<file path="src/rtl/tpa_pkg.sv">
`timescale 1ns/1ps
package tpa_pkg;
    typedef enum logic [1:0] {
        PM_HOLD     = 2'd0,
        PM_POST_INC = 2'd1,
        PM_POST_DEC = 2'd2,
        PM_PRE_INC  = 2'd3
    } ptr_mode_e;

    typedef enum logic [1:0] {
        ST_IDLE   = 2'd0,
        ST_ACCESS = 2'd1,
        ST_FINISH = 2'd2
    } tpa_state_e;
endpackage

</file>
<file path="src/rtl/tpa_ctrl.sv">
`timescale 1ns/1ps
module tpa_ctrl
    import tpa_pkg::*;
(
    input  logic       clk,
    input  logic       rst_n,
    input  logic       req,
    input  logic       req_write,
    input  logic [1:0] req_mode,
    output logic       ptr_up,
    output logic       ptr_down,
    output logic       mem_rd,
    output logic       mem_wr,
    output logic       latch_cap,
    output logic       busy,
    output logic       cpu_load_ok
);
    tpa_state_e state_q, state_d;
    ptr_mode_e  mode_q;
    logic       write_q;
    ptr_mode_e  req_mode_e;

    assign req_mode_e = ptr_mode_e'(req_mode);

    // state register plus captured request attributes
    always_ff @(posedge clk) begin
        if (!rst_n) begin
            state_q <= ST_IDLE;
            mode_q  <= PM_HOLD;
            write_q <= 1'b0;
        end else begin
            state_q <= state_d;
            if (state_q == ST_IDLE && req) begin
                mode_q  <= req_mode_e;
                write_q <= req_write;
            end
        end
    end

    // transitions: accept, strobe, complete
    always_comb begin
        state_d = state_q;
        unique case (state_q)
            ST_IDLE:   if (req) state_d = ST_ACCESS;
            ST_ACCESS: state_d = ST_FINISH;
            ST_FINISH: state_d = ST_IDLE;
            default:   state_d = ST_IDLE;
        endcase
    end

    // outputs
    always_comb begin
        ptr_up      = 1'b0;
        ptr_down    = 1'b0;
        mem_rd      = 1'b0;
        mem_wr      = 1'b0;
        latch_cap   = 1'b0;
        busy        = 1'b1;
        cpu_load_ok = 1'b0;
        unique case (state_q)
            ST_IDLE: begin
                busy        = 1'b0;
                cpu_load_ok = !req;
                ptr_up      = req && (req_mode_e == PM_PRE_INC);
            end
            ST_ACCESS: begin
                mem_rd   = !write_q;
                mem_wr   = write_q;
                ptr_up   = (mode_q == PM_POST_INC);
                ptr_down = (mode_q == PM_POST_DEC);
            end
            ST_FINISH: begin
                latch_cap = !write_q;
            end
            default: busy = 1'b0;
        endcase
    end

    // a busy period is exactly two cycles long
    p_busy_two_cycles_r3: assert property (@(posedge clk) disable iff (!rst_n)
        $rose(busy) |=> busy);
    p_busy_ends_r3: assert property (@(posedge clk) disable iff (!rst_n)
        (busy && $past(busy)) |=> !busy);
    // loads are never granted while busy
    p_no_load_busy_r10: assert property (@(posedge clk) disable iff (!rst_n)
        busy |-> !cpu_load_ok);
endmodule

</file>
<file path="src/rtl/tpa_ptr_reg.sv">
`timescale 1ns/1ps
module tpa_ptr_reg #(
    parameter int PTR_W = 21
) (
    input  logic             clk,
    input  logic             rst_n,
    input  logic             load,
    input  logic [PTR_W-1:0] load_val,
    input  logic             up,
    input  logic             down,
    output logic [PTR_W-1:0] q
);
    localparam logic [PTR_W-1:0] ONE = PTR_W'(1);

    always_ff @(posedge clk) begin
        if (!rst_n)    q <= '0;
        else if (load) q <= load_val;
        else if (up)   q <= q + ONE;
        else if (down) q <= q - ONE;
    end

    // at most one source changes the pointer in any cycle
    p_ptr_single_source_r11: assert property (@(posedge clk) disable iff (!rst_n)
        $onehot0({load, up, down}));
endmodule

</file>
<file path="src/rtl/tpa_latch.sv">
`timescale 1ns/1ps
module tpa_latch #(
    parameter int DATA_W = 8
) (
    input  logic              clk,
    input  logic              rst_n,
    input  logic              load,
    input  logic [DATA_W-1:0] load_val,
    input  logic              cap,
    input  logic [DATA_W-1:0] cap_val,
    output logic [DATA_W-1:0] q
);
    always_ff @(posedge clk) begin
        if (!rst_n)    q <= '0;
        else if (cap)  q <= cap_val;
        else if (load) q <= load_val;
    end

    // processor load and memory capture never compete
    p_latch_one_writer_r10: assert property (@(posedge clk) disable iff (!rst_n)
        !(load && cap));
endmodule

</file>
<file path="src/rtl/tpa_top.sv">
`timescale 1ns/1ps
module tpa_top #(
    parameter int PTR_W  = 21,
    parameter int DATA_W = 8
) (
    input  logic              clk,
    input  logic              rst_n,
    input  logic              ptr_load,
    input  logic [PTR_W-1:0]  ptr_wdata,
    output logic [PTR_W-1:0]  ptr_rdata,
    input  logic              latch_load,
    input  logic [DATA_W-1:0] latch_wdata,
    output logic [DATA_W-1:0] latch_rdata,
    input  logic              req,
    input  logic              req_write,
    input  logic [1:0]        req_mode,
    output logic              busy,
    output logic [PTR_W-1:0]  mem_addr,
    output logic              mem_rd,
    output logic              mem_wr,
    output logic [DATA_W-1:0] mem_wdata,
    input  logic [DATA_W-1:0] mem_rdata
);
    logic ptr_up, ptr_down, latch_cap, cpu_load_ok;

    tpa_ctrl u_ctrl (
        .clk        (clk),
        .rst_n      (rst_n),
        .req        (req),
        .req_write  (req_write),
        .req_mode   (req_mode),
        .ptr_up     (ptr_up),
        .ptr_down   (ptr_down),
        .mem_rd     (mem_rd),
        .mem_wr     (mem_wr),
        .latch_cap  (latch_cap),
        .busy       (busy),
        .cpu_load_ok(cpu_load_ok)
    );

    tpa_ptr_reg #(.PTR_W(PTR_W)) u_ptr (
        .clk     (clk),
        .rst_n   (rst_n),
        .load    (ptr_load && cpu_load_ok),
        .load_val(ptr_wdata),
        .up      (ptr_up),
        .down    (ptr_down),
        .q       (ptr_rdata)
    );

    tpa_latch #(.DATA_W(DATA_W)) u_latch (
        .clk     (clk),
        .rst_n   (rst_n),
        .load    (latch_load && cpu_load_ok),
        .load_val(latch_wdata),
        .cap     (latch_cap),
        .cap_val (mem_rdata),
        .q       (latch_rdata)
    );

    assign mem_addr  = ptr_rdata;
    assign mem_wdata = latch_rdata;

    // strobes exclusive, inside busy, single-cycle
    p_strobe_excl_r12: assert property (@(posedge clk) disable iff (!rst_n)
        !(mem_rd && mem_wr));
    p_strobe_in_busy_r12: assert property (@(posedge clk) disable iff (!rst_n)
        (mem_rd || mem_wr) |-> busy);
    p_strobe_single_r12: assert property (@(posedge clk) disable iff (!rst_n)
        (mem_rd || mem_wr) |=> (busy && !mem_rd && !mem_wr));
    // a write leaves the latch untouched
    p_write_keeps_latch_r4: assert property (@(posedge clk) disable iff (!rst_n)
        mem_wr |=> $stable(latch_rdata));
    // idle with no request and no load keeps pointer and latch
    p_idle_stable_r2: assert property (@(posedge clk) disable iff (!rst_n)
        (!busy && !req && !ptr_load && !latch_load) |=>
            ($stable(ptr_rdata) && $stable(latch_rdata)));
endmodule

</file>
<file path="config.mk">
export PLATFORM = sky130hd
export DESIGN_NAME = tpa_top
export DESIGN_NICKNAME = d
export VERILOG_FILES = /design/src/rtl/tpa_pkg.sv /design/src/rtl/tpa_ctrl.sv /design/src/rtl/tpa_ptr_reg.sv /design/src/rtl/tpa_latch.sv /design/src/rtl/tpa_top.sv
export SDC_FILE = /design/constraint.sdc
export NUM_CORES = 1
export LEC_CHECK = 0
export BUFFER_PORTS_ARGS = -buffer_cell sky130_fd_sc_hd__buf_2
export CORE_MARGIN = 10
export CORE_UTILIZATION = 50
export CTS_CLUSTER_DIAMETER = 100
export DETAILED_ROUTE_END_ITERATION = 7
export GPL_TIMING_DRIVEN = 0
export PLACE_DENSITY = 0.82
export SLEW_MARGIN = 20
export SYNTH_ARGS = -nofsm -noshare
export SYNTH_HDL_FRONTEND = slang
export SYNTH_SLANG_ARGS = --single-unit
</file>
<file path="constraint.sdc">
create_clock -name clk -period 4.3 [get_ports clk]
set_clock_uncertainty 0.05 [all_clocks]
set_input_delay 0.645 -clock clk [delete_from_list [all_inputs] [get_ports clk]]
set_output_delay 0.645 -clock clk [all_outputs]
set_load 0.005 [all_outputs]
</file>
After elaboration in Yosys (flattened, before gate mapping)

Cells that the tools add are included.

Register bits after elaboration: 34
Input bits: 45
Output and inout bits: 61
Word-level logic and storage cells: 37

Add/subtract/negate cells: 2
Equal/unequal tests: 6
Mux-type cells: 14
Reduce and logical (&&, ||, !) cells: 10

Operators with widths:

| cell                    | count |
|---|---|
| $mux W21                | 3 |
| $add A21 B1 Y21 const B | 1 |
| $sub A21 B1 Y21 const B | 1 |
| $mux W8                 | 2 |
| $eq A2 B2 Y1 const B    | 3 |
| $mux W1                 | 6 |
| $eq A2 B1 Y1 const B    | 2 |
| $logic_and A1 B1 Y1     | 4 |
| $pmux W2 S2             | 1 |
| $reduce_bool A3 Y1      | 1 |
| $logic_not A1 Y1        | 2 |
| $logic_not A2 Y1        | 1 |
| $mux W2                 | 1 |
| $ne A2 B2 Y1 const B    | 1 |
| $pmux W1 S2             | 1 |
| $reduce_bool A2 Y1      | 1 |
| $reduce_or A2 Y1        | 1 |

Longest topological paths before layout

Depth after elaboration: 5
Gate-level depth with buffers: 13

Modules after synthesis

From an unflattened synthesis, not the netlist that was laid out.

Cells, all modules: 337
Area total of the unflattened synthesis: 2,849.0 um2

By module, submodules not included:

| module      | instances | cells an instance | area each (um2) | sequential area each (um2) |
|---|---|---|---|---|
| tpa_ptr_reg | 1         | 237               | 1,866.8         | 420.4 |
| tpa_latch   | 1         | 35                | 440.4           | 160.2 |
| tpa_ctrl    | 1         | 34                | 311.5           | 100.1 |
| tpa_top     | 1         | 31                | 230.2           | 0.0 |

Least setup slack after synthesis

No wires, ideal clock.

Path kind: flip-flop to flip-flop
Start point: reg u_ctrl.state_q[0]
End point: reg u_ptr.q[12]
Library setup time: 77 ps
Data arrival time: 2,923 ps
Path slack: 1,251 ps
Stages on the path, launching flop included: 13
Buffers on the path: 0
Cells stage by stage: dfxtp_1 -> inv_1 -> ha_1 -> nand4_1 -> nand2_1 -> inv_1 -> fa_1 -> a211oi_2 -> o21bai_2 -> a2111oi_4 -> nor2_1 -> or3b_1 -> a41oi_2

Cells in the longest elaborated chain, start to end: 4

Ends and longest elaborated chain:

| item                                             | line                             | RTL |
|---|---|---|
| from (decl)                                      | tpa_ctrl.sv:18                   | `tpa_state_e state_q, state_d;` |
| from (signal assigned)                           | tpa_ctrl.sv:32                   | `state_q <= state_d;` |
| $eq A2 B1 Y1 or $logic_not A2 Y1 (tied branches) | tpa_ctrl.sv:60                   | `unique case (state_q)` |
| $pmux W1 S2 or $mux W1 (tied branches)           | tpa_ctrl.sv:60                   |  |
| $mux W21 or $logic_and A1 B1 Y1 (tied branches)  | tpa_ptr_reg.sv:18, tpa_top.sv:44 |  |
| $mux W21 or $reduce_bool A3 Y1 (tied branches)   | --                               |  |
| to (signal assigned)                             | tpa_ptr_reg.sv:17                | `else if (load) q <= load_val;` |
| to (signal assigned)                             | tpa_ptr_reg.sv:18                | `else if (up) q <= q + ONE;` |
| to (signal assigned)                             | tpa_ptr_reg.sv:19                | `else if (down) q <= q - ONE;` |
| to (decl)                                        | tpa_ptr_reg.sv:11                | `output logic [PTR_W-1:0] q` |

Parallel ways exist; a longest one is shown, timed or not.
A chain may end at the register's enable or synchronous reset.

Worst setup path in the final report

Start point: reg u_ctrl.state_q[0]
End point: reg u_ptr.q[19]

Same word-level chain as after synthesis.

==> summary.txt <==
Worst setup path
  • Reg2reg path depth: 13
  • Endpoint type of the worst setup path: register
  • Worst r2r src: u_ctrl.state_q[0]
  • Max Fanout on Critical Path: 20
  • Reg-to-reg slack, setup: 0.43 ns
  • Startpoint Class: register
  • WP data arrival: 4.00 ns
  • WP data required: 4.43 ns
  • Critical path class: reg2reg
  • RR Endpoint: u_ptr.q[19]

Logic synthesis
  • Sequential area share after synthesis: 23.6%
  • Asr flop ratio synth: 0%
  • #FFs+latches synth: 34
  • Mean Syn Cell Area: 8.25 um^2
  • Post-synth EDFFs: 0
  • Distinct cells, synth: 54
  • Cell count after synthesis: 350
  • Most used DFF post-synth: dfxtp_1
  • Area leader, netlist: dfxtp_1
  • Mapped Nets: 420
  • Synth top area share: 23.6%
  • Post-Syn Area: 0.00289 mm^2
  • Top post-synthesis cells by area: dfxtp_1, ha_1, buf_4, nand2_1, mux2i_1
  • Synth warnings: 0

Hold path
  • Worst hold endpoint: u_ctrl.write_q
  • Hold path startpoint: u_ctrl.write_q
  • Hold path cells: 2
  • HP Class: reg2reg

Timing
  • Hold Fails Final Rpt: 0
  • Worst-Margin Slew: 0.780 ns
  • Final Setup Violations: 0
  • Final slew viol count: 0
  • Period utilization: 90.0%
  • Post-Route Setup TNS: 0 ns
  • Slew HR: 46.7%
  • RSZ-0062 raised after global routing: false
  • Tmin final: 3.87 ns
  • Fmax: 0.258 GHz

Floorplanning
  • Cell Rows: 27
  • Die area: 0.00922 mm^2
  • Die Height: 96.0 um
  • Die width: 96.0 um
  • CORE AREA: 0.00554 mm^2
  • # IOs: 106
  • Initial cell density of the core: 52.1%

Power and ir drop
  • Leakage: 0.00196 uW
  • Pwr Total: 1840 uW
  • Comb pwr share: 59.8%
  • Power Density: 510 mW/mm^2
  • Cell Int Power: 1050 uW
  • Clock Power Share: 16.4%
  • Switching power total: 786 uW
  • Sequential power share: 23.8%
  • VDD IR max: 0.240 mV
  • Sw Share: 42.7%

GRT
  • Gr ovfl total: 0
  • First-pass GRT wire length: 14200 um
  • Initial antenna violation count: 0
  • Met3 Usage GRT: 5.68%
  • Number of global-route vias before repair: 3018
  • GRT Util Overall: 18.6%
  • GR Util met2: 31.8%
  • Largest net degree at the start of global routing: 21
  • Met1 Resource Use GR: 22.5%
  • Top Usage Layer GRT: met2

Placement
  • Routability cong.: 0.965
  • Post-DP HPWL: 6740 um
  • PortBufs: 104

Clock tree
  • Setup Buffers After CTS: 0
  • Worst-skew pair later-pin latency: 0.29 ns
  • Clock Sinks: 34
  • CTS tree: yes
  • CTS Root Cell: clkbuf_8
  • Resized Gates After CTS: 0
  • CTS buffer count: 5
  • Cts hold-fix bufs: 0
  • H-tree levels: 2
  • Worst-path clk slew: 0.07 ns
  • Bufs on Longest Clock Path: 2

Finish
  • Commonest non-fill, non-tap cells in the layout: buf_2, nand2_1, dfxtp_1
  • Syn-to-layout area delta: 25.0%
  • Nets: 531
  • Util after Layout: 65.1%
  • # diodes: 0
  • Fill cell count: 497
  • Most common cell after layout, fill and taps aside: buf_2
  • Fraction of final layout cells sized beyond drive strength 1: 34.4%

Run
  • Max cap viols: 0

Drt
  • DR WL/cell: 16.1 um
  • Via density: 5.66
  • Drt drc: 0
  • Vias: 3022
  • Final ANT Viol Nets: 0
  • Drt initial violations: 141
  • Drt first pass iters: 5
  • Total Wirelength: 8600 um

Outcome
  • Status: finished, final reports clean
-- critical path: stages, from the launching register on --
cell and delay, ns:
dfxtp_1 0.38, inv_1 0.11, ha_1 0.27, nand4_1 0.13, nand2_1 0.09, inv_1 0.57
ha_1 0.36, clkbuf_1 0.21, a21oi_1 0.24, o21ai_0 0.16, a2111oi_0 0.76, o211ai_1 0.19
mux2i_1 0.16, nor3_1 0.07
-- cell usage after synthesis (3+ instances only) --
library cell,n
nor3_1,9
a21oi_1,20
o211a_1,12
clkbuf_1,13
a21boi_0,3
nand2_1,45
dfxtp_1,34
nand3_1,9
xor2_1,6
mux2i_1,15
nor2b_1,5
buf_2,4
buf_4,29
nor2_1,12
inv_1,4
ha_1,24
and3_1,3
a31oi_1,5
xnor2_1,6
or3_1,5
o221ai_1,11
nand4_1,6
o211ai_1,5
o21ai_0,16
a21o_1,8
-- state kept, by name, indices dropped and copies added, names as in the netlist --
name	count
u_ctrl.write_q	1
u_ctrl.state_q	2
u_latch.q	8
u_ctrl.mode_q	2
u_ptr.q	21
-- metal layers --
| metal | vias to the layer above | wire (um) |
|---|---|---|
| met1 | 1378 | 3600 |
| met2 | 140 | 4040 |
| met5 | - | 0 |
| met4 | 0 | 89 |
| met3 | 16 | 864 |
| li1 | 1488 | - |
-- layout make-up --
cell class,instances,area (um^2),share of cell area [%]
Clock buffer,6,72.6,2.01
Multi-Input combinational cell,264,1880,52.2
Clock inverter,2,37.5,1.04
Inverter,4,15.0,0.416
Timing Repair Buffer,104,520,14.4
Tap cell,72,90.1,2.50
Buffer,48,309,8.56
Sequential cell,34,681,18.9
-- power groups by stage --
stage,Sequential (uW),Clock (uW),Combinational (uW)
finish,437,301,1100
CTS,436,304,1090
global route,447,320,1220
detailed placement,443,0,1080
floorplan,438,0,791
global placement,439,0,1060
-- cell families (layout without fill, tap and decap cells) --
group | Yosys count | after routing | synth area share, %
AND/OR/NAND/NOR | 105 | 105 | 17.4
XOR/XNOR | 12 | 12 | 3.64
buffers and inverters | 52 | 164 | 11.2
adder cells (fa/ha/maj) | 25 | 25 | 11.1
flip-flops | 34 | 34 | 23.6
AO/OA/AOI/OAI | 107 | 107 | 27.9
multiplexers | 15 | 15 | 5.20
-- worst max-delay path by stage --
stage	slack, ns	end	startpoint
after floorplan	1.25	u_ptr.q[12]	u_ctrl.state_q[0]
after global placement	0.50	u_ptr.q[19]	req
after detailed placement	0.49	u_ptr.q[19]	req
after CTS	0.49	u_ptr.q[19]	u_ctrl.state_q[0]
after global routing	0.20	u_ptr.q[19]	u_ctrl.state_q[0]
final	0.43	u_ptr.q[19]	u_ctrl.state_q[0]
-- per-stage QoR --
stage               setup slack (ns)  area, um^2  hold WS, ns  instances
floorplan                       1.25        2890        0.410        350
global placement               0.504        3500        0.429        526
detailed placement             0.490        3500        0.435        526
CTS                            0.490        3610        0.446        534
global route                   0.197        3610        0.479        534
finish                         0.431        3610        0.441        534
Power figures use the tool's default switching activity.
